**src/rtl/pix_serializer_pkg.sv**
```systemverilog
package pix_serializer_pkg;

  localparam int unsigned PIX_W = 4;

  typedef enum logic [1:0] {
    DEPTH_BPP1  = 2'd0,
    DEPTH_BPP2  = 2'd1,
    DEPTH_BPP4  = 2'd2,
    DEPTH_BPP4B = 2'd3
  } depth_e;

  typedef enum logic [1:0] {
    SCALE_X1  = 2'd0,
    SCALE_X2  = 2'd1,
    SCALE_X4  = 2'd2,
    SCALE_X4B = 2'd3
  } scale_e;

  function automatic logic [2:0] depth_bpp(input logic [1:0] code);
    case (code)
      DEPTH_BPP1: return 3'd1;
      DEPTH_BPP2: return 3'd2;
      default:    return 3'd4;
    endcase
  endfunction

endpackage

```
**src/rtl/pix_phase_gate.sv**
```systemverilog
module pix_phase_gate #(
  parameter int unsigned PHASES = 8
) (
  input  logic [PHASES-1:0] phase,
  input  logic [1:0]        scale,
  output logic              advance
);
  import pix_serializer_pkg::*;

  logic [PHASES-1:0] mask_x2;
  logic [PHASES-1:0] mask_x4;

  for (genvar gi = 0; gi < PHASES; gi++) begin : g_mask
    assign mask_x2[gi] = ((gi % 2) == 0);
    assign mask_x4[gi] = ((gi % 4) == 0);
  end

  always_comb begin
    case (scale)
      SCALE_X1: advance = 1'b1;
      SCALE_X2: advance = |(phase & mask_x2);
      default:  advance = |(phase & mask_x4);
    endcase
  end

endmodule

```
**src/rtl/pix_shift_unit.sv**
```systemverilog
module pix_shift_unit #(
  parameter int unsigned BYTE_W = 8
) (
  input  logic                                   clk,
  input  logic                                   rst_n,
  input  logic                                   load,
  input  logic [BYTE_W-1:0]                      byte_in,
  input  logic [1:0]                             depth,
  input  logic                                   advance,
  output logic [pix_serializer_pkg::PIX_W-1:0]   pix,
  output logic                                   active
);
  import pix_serializer_pkg::*;

  localparam int unsigned LEFT_W = $clog2(BYTE_W);

  logic [BYTE_W-1:0] sh_q;
  logic [LEFT_W-1:0] left_q;
  logic [2:0]        bpp_q;
  logic [2:0]        bpp_n;
  logic [LEFT_W-1:0] left_n;

  always_comb begin
    bpp_n = depth_bpp(depth);
    case (bpp_n)
      3'd1:    left_n = LEFT_W'(BYTE_W - 1);
      3'd2:    left_n = LEFT_W'(BYTE_W / 2 - 1);
      default: left_n = LEFT_W'(BYTE_W / 4 - 1);
    endcase
  end

  always_ff @(posedge clk or negedge rst_n) begin
    if (!rst_n) begin
      sh_q   <= '0;
      left_q <= '0;
      bpp_q  <= 3'd1;
      active <= 1'b0;
    end else if (load) begin
      sh_q   <= byte_in;
      left_q <= left_n;
      bpp_q  <= bpp_n;
      active <= 1'b1;
    end else if (active && advance) begin
      if (left_q == '0) begin
        sh_q   <= '0;
        active <= 1'b0;
      end else begin
        sh_q   <= sh_q << bpp_q;
        left_q <= left_q - 1'b1;
      end
    end
  end

  always_comb begin
    case (bpp_q)
      3'd1:    pix = {{(PIX_W-1){1'b0}}, sh_q[BYTE_W-1]};
      3'd2:    pix = {{(PIX_W-2){1'b0}}, sh_q[BYTE_W-1 -: 2]};
      default: pix = sh_q[BYTE_W-1 -: PIX_W];
    endcase
  end

  AST_LOAD_ACTIVATES: assert property (@(posedge clk) disable iff (!rst_n)
    load |=> active) else $error("load did not activate");
  AST_IDLE_BLANK: assert property (@(posedge clk) disable iff (!rst_n)
    !active |-> (pix == '0)) else $error("pixel not blank");
  AST_HOLD_WITHOUT_ADVANCE: assert property (@(posedge clk) disable iff (!rst_n)
    (active && !advance && !load) |=> (active && $stable(pix))) else $error("pixel moved");
  AST_RISE_NEEDS_LOAD: assert property (@(posedge clk) disable iff (!rst_n)
    $rose(active) |-> $past(load)) else $error("active without load");

endmodule

```
**src/rtl/pix_serializer.sv**
```systemverilog
module pix_serializer #(
  parameter int unsigned BYTE_W = 8,
  parameter int unsigned PHASES = 8
) (
  input  logic              clk,
  input  logic              rst_n,
  input  logic [PHASES-1:0] phase,
  input  logic [1:0]        scale,
  input  logic [1:0]        depth,
  input  logic [BYTE_W-1:0] byte_data,
  input  logic              byte_valid,
  output logic              byte_ready,
  output logic [3:0]        pix,
  output logic              pix_active
);

  logic advance;
  logic load;

  assign byte_ready = phase[0];
  assign load       = byte_valid && byte_ready;

  pix_phase_gate #(.PHASES(PHASES)) i_gate (
    .phase   (phase),
    .scale   (scale),
    .advance (advance)
  );

  pix_shift_unit #(.BYTE_W(BYTE_W)) i_shift (
    .clk     (clk),
    .rst_n   (rst_n),
    .load    (load),
    .byte_in (byte_data),
    .depth   (depth),
    .advance (advance),
    .pix     (pix),
    .active  (pix_active)
  );

  AST_PHASE_ONEHOT: assert property (@(posedge clk) disable iff (!rst_n)
    $countones(phase) == 1) else $error("phase not one-hot");
  AST_READY_FOLLOWS_PHASE: assert property (@(posedge clk) disable iff (!rst_n)
    byte_ready |=> !byte_ready) else $error("ready held twice");

endmodule

```
**config.mk**
```make
export PLATFORM = sky130hd
export DESIGN_NAME = pix_serializer
export DESIGN_NICKNAME = d
export VERILOG_FILES = /design/src/rtl/pix_serializer_pkg.sv /design/src/rtl/pix_phase_gate.sv /design/src/rtl/pix_shift_unit.sv /design/src/rtl/pix_serializer.sv
export SDC_FILE = /design/constraint.sdc
export NUM_CORES = 1
export LEC_CHECK = 0
export CORE_MARGIN = 2
export CORE_UTILIZATION = 55
export DETAILED_ROUTE_END_ITERATION = 10
export DONT_BUFFER_PORTS = 1
export GPL_TIMING_DRIVEN = 0
export MAX_ROUTING_LAYER = met4
export PLACE_DENSITY = 0.7
export SYNTH_ARGS = -nofsm -noshare
export SYNTH_HDL_FRONTEND = slang
export SYNTH_SLANG_ARGS = --single-unit
```
**constraint.sdc**
```tcl
create_clock -name clk -period 2.85 [get_ports clk]
set_clock_uncertainty 0.2 [all_clocks]
set_input_delay 0.285 -clock clk [delete_from_list [all_inputs] [get_ports clk]]
set_output_delay 0.285 -clock clk [all_outputs]
set_load 0.02 [all_outputs]
```
==> key figures <==
Run status
  – Outcome: finished clean

Timing
  – Rel. slew slack: 0.547
  – Worst-Margin Slew: 678 ps
  – Setup-failing EPs final: 0
  – Tcrit/Tclk final: 0.831
  – Final period demand of the worst path: 2370 ps
  – Worst setup margin: 481 ps
  – Final Max Tran Viols: 0
  – Setup TNS: 0 ps
  – RSZ-0062 raised after global routing: false
  – Final Hold Fails: 0
  – Fmax: 422 MHz

Logic synthesis
  – Cell accounting for the most synthesized area: dfrtp_1
  – Commonest cells post-synth: o21ai_0 (17), dfrtp_1 (14), nand2_1 (13)
  – Top cells by area, synth: dfrtp_1 (32%), o21ai_0 (7.8%), mux2i_1 (7.3%)
  – Mapped cell area: 0.00109 mm^2
  – Post-Synth Simple-Gate Area: 0.230
  – Mux cell area share after synthesis: 0.115
  – Top-count cell post-synth: o21ai_0
  – Yosys reg bits: 15
  – Largest family of logic cells by synthesized area: simple AND/OR/NAND/NOR gates
  – Gate Count Post-Synth: 129
  – Sequential share of the synthesized area: 0.346
  – Post-synthesis net count: 155
  – Number of synthesized flops with an enable pin: 0
  – Ys Warns: 0
  – Library cells used by synthesis: 40
  – XOR/XNOR Fraction of Synth Area: 0
  – Synth Area in Adders: 0.0344
  – Synth Area in Compound Gates: 0.209
  – Ys async rst share: 1.00
  – Top FF cell, synth: dfrtp_1
  – Synth Area per Inst: 8.45 um^2
  – Synth top area share: 0.321

Clocking
  – CTS tree: done
  – Clock transition at path regs: 80 ps
  – CTS H-tree depth: 1
  – CTS sink cnt: 15
  – CTS Buf Count: 3
  – Clock tree root driver cell: clkbuf_4
  – Worst-skew pair later-pin latency: 300 ps
  – Longest Clk Path Bufs: 2

Final layout
  – Reg area: 377 um^2
  – Post-route cell area: 0.00124 mm^2
  – Multi-input gate area: 641 um^2
  – ANT cells: 0
  – Final Core Density: 0.645
  – Layout cells sized above 1: 0.113
  – Nets: 169
  – Area Growth Syn to Fin: 13.8%
  – Layout fillers: 194

Route
  – Initial DRC Count: 18
  – TritonRoute pass-1 iters: 4
  – DRC: 0
  – Routed Antenna Nets: 0
  – WL per Instance: 15.2 um
  – Overall routed net length: 2560 um
  – Post-DR vias/cell: 5.95
  – Vias: 1,006

Global routing
  – Met1 usage: 0.306
  – First-pass GRT wire length: 4560 um
  – Largest net degree at the start of global routing: 16
  – Total congestion overflow: 0
  – Vias in the first global route: 997
  – Met2 Track Usage GR: 0.435
  – Initial antenna violation count: 0
  – Met3 Use GR: 0.0432
  – GRT Util Overall: 0.259
  – GR peak layer: met2

Worst setup path
  – Critical-path cell list: buf_2, buf_2, nand2b_1, a21oi_1, nor2_1, a21oi_1
  – Crit-path max cell delay: 370 ps
  – CP Launch Type: flop
  – Type of destination of the critical path: output port
  – Critical path arrival: 1880 ps
  – Largest fanout on the critical path: 10
  – Critical Path RT: 2370 ps
  – Reg2Reg Depth: 6
  – Slowest-stage cell, CP: dfrtp_1
  – Setup CP Type: flop to output port

Floorplan
  – Row cnt: 16
  – Initial Utilization: 0.567
  – Die area: 0.00235 mm^2
  – Boundary Pins: 29
  – Die width: 48.5 um
  – Die height: 48.5 um
  – Placeable core area: 0.00192 mm^2

Placement
  – DP Area: 0.00112 mm^2
  – DP Worst Slack: 805 ps
  – Placer Congestion: 0.807
  – Hpwl dp: 1840 um
  – Port bufs: 0

Power and ir drop
  – Total power: 937 uW
  – Worst vdd ir: 0.000452 V
  – PD cells: 756 mW/mm^2
  – Leak: 0.000515 uW

Flow run
  – Max-cap violation count: 0

Min path
  – Hold WC Path Type: primary input to flop
  – Hold Crit Depth: 2
-- worst max-delay path: cells and delay by family (launching register included) --
family | cells | cell delay, ps
AOI/OAI and AO/OA | 2 | 600
buffers and inverters | 2 | 380
DFF | 1 | 370
and+or+nand+nor | 2 | 240
-- metal layers --
metal  vias to the layer above  share of wire
li1                        495              -
met1                       482           0.44
met2                        25           0.51
met3                         4          0.033
met4                         0          0.020
met5                         -              0
-- cell type report --
| cell class | count | area share |
|---|---|---|
| Clock buffer | 4 | 0.0212 |
| Sequential cell | 15 | 0.304 |
| Inverter | 5 | 0.0151 |
| Tap cell | 27 | 0.0272 |
| Multi-Input combinational cell | 99 | 0.517 |
| Buffer | 10 | 0.0434 |
| Timing Repair Buffer | 9 | 0.0727 |
-- state kept, by name, indices dropped and copies added, names as in the netlist --
register / count
i_shift.sh_q: 8
i_shift.bpp_q: 3
i_shift.left_q: 3
i_shift.active: 1
-- cell usage in the layout, fill, tap and decap left out, drive strengths merged --
cell          n
o21ai        17
dfrtp        14
nand2        13
dlygate4sd3   9
nor2          9
mux2i         8
clkbuf        8
buf           6
inv           5
nand3         5
nand2b        4
a21oi         4
a31oi         4
o211ai        3
nand4         3
ha            3
nor2b         2
o22ai         2
or3           2
and2          2
nand3b        2
nor3          2
mux2          2
or2           1
nor3b         1
o21a          1
or4           1
and2b         1
o221a         1
mux4          1
o41ai         1
a211o         1
a211oi        1
a32o          1
a22o          1
dfstp         1
-- power breakdown --
part | total (uW) | internal, uW | switching (uW)
Clock | 128 | 54.6 | 73.4
Combinational | 442 | 189 | 254
Sequential | 367 | 288 | 78.7
-- path summary, 6_finish.rpt --
path / slack, ps / end / from
max: 480 / pix[0] / i_shift.bpp_q[1]$_DFFE_PN0P_
min: 10 / i_shift.bpp_q[1]$_DFFE_PN0P_ / depth[1]
max reg2reg: 880 / i_shift.sh_q[6]$_DFFE_PN0P_ / i_shift.left_q[0]$_DFFE_PN0P_
min reg2reg: 360 / i_shift.sh_q[7]$_DFFE_PN0P_ / i_shift.sh_q[7]$_DFFE_PN0P_
max in group asynchronous: 1750 / i_shift.sh_q[7]$_DFFE_PN0P_ / rst_n
min in group asynchronous: 250 / i_shift.sh_q[4]$_DFFE_PN0P_ / rst_n
-- timing repair --
item                                   in CTS  in global routing
endpoints found under the hold margin      23                  0
buffers inserted                            0                  0
hold buffers                                9                  0
gates resized for setup                     0                  0
-- metrics by stage --
| stage | hold slack (ps) | instances |
|---|---|---|
| 3_5_place_dp | -210 | 156 |
| 4_1_cts | 13.9 | 169 |
| 5_1_grt | 15.9 | 169 |
| 3_3_place_gp | -210 | 156 |
| 6_report | 14.8 | 169 |
| 2_1_floorplan | -211 | 129 |
-- kinds of logic after synthesis --
kind of cell	after synthesis
buffers and inverters	15
and+or+nand+nor	48
DFF	15
muxes	11
adders and majority gates	3
AOI/OAI and AO/OA	37
Note: power is estimated with default switching activity, not from simulation.
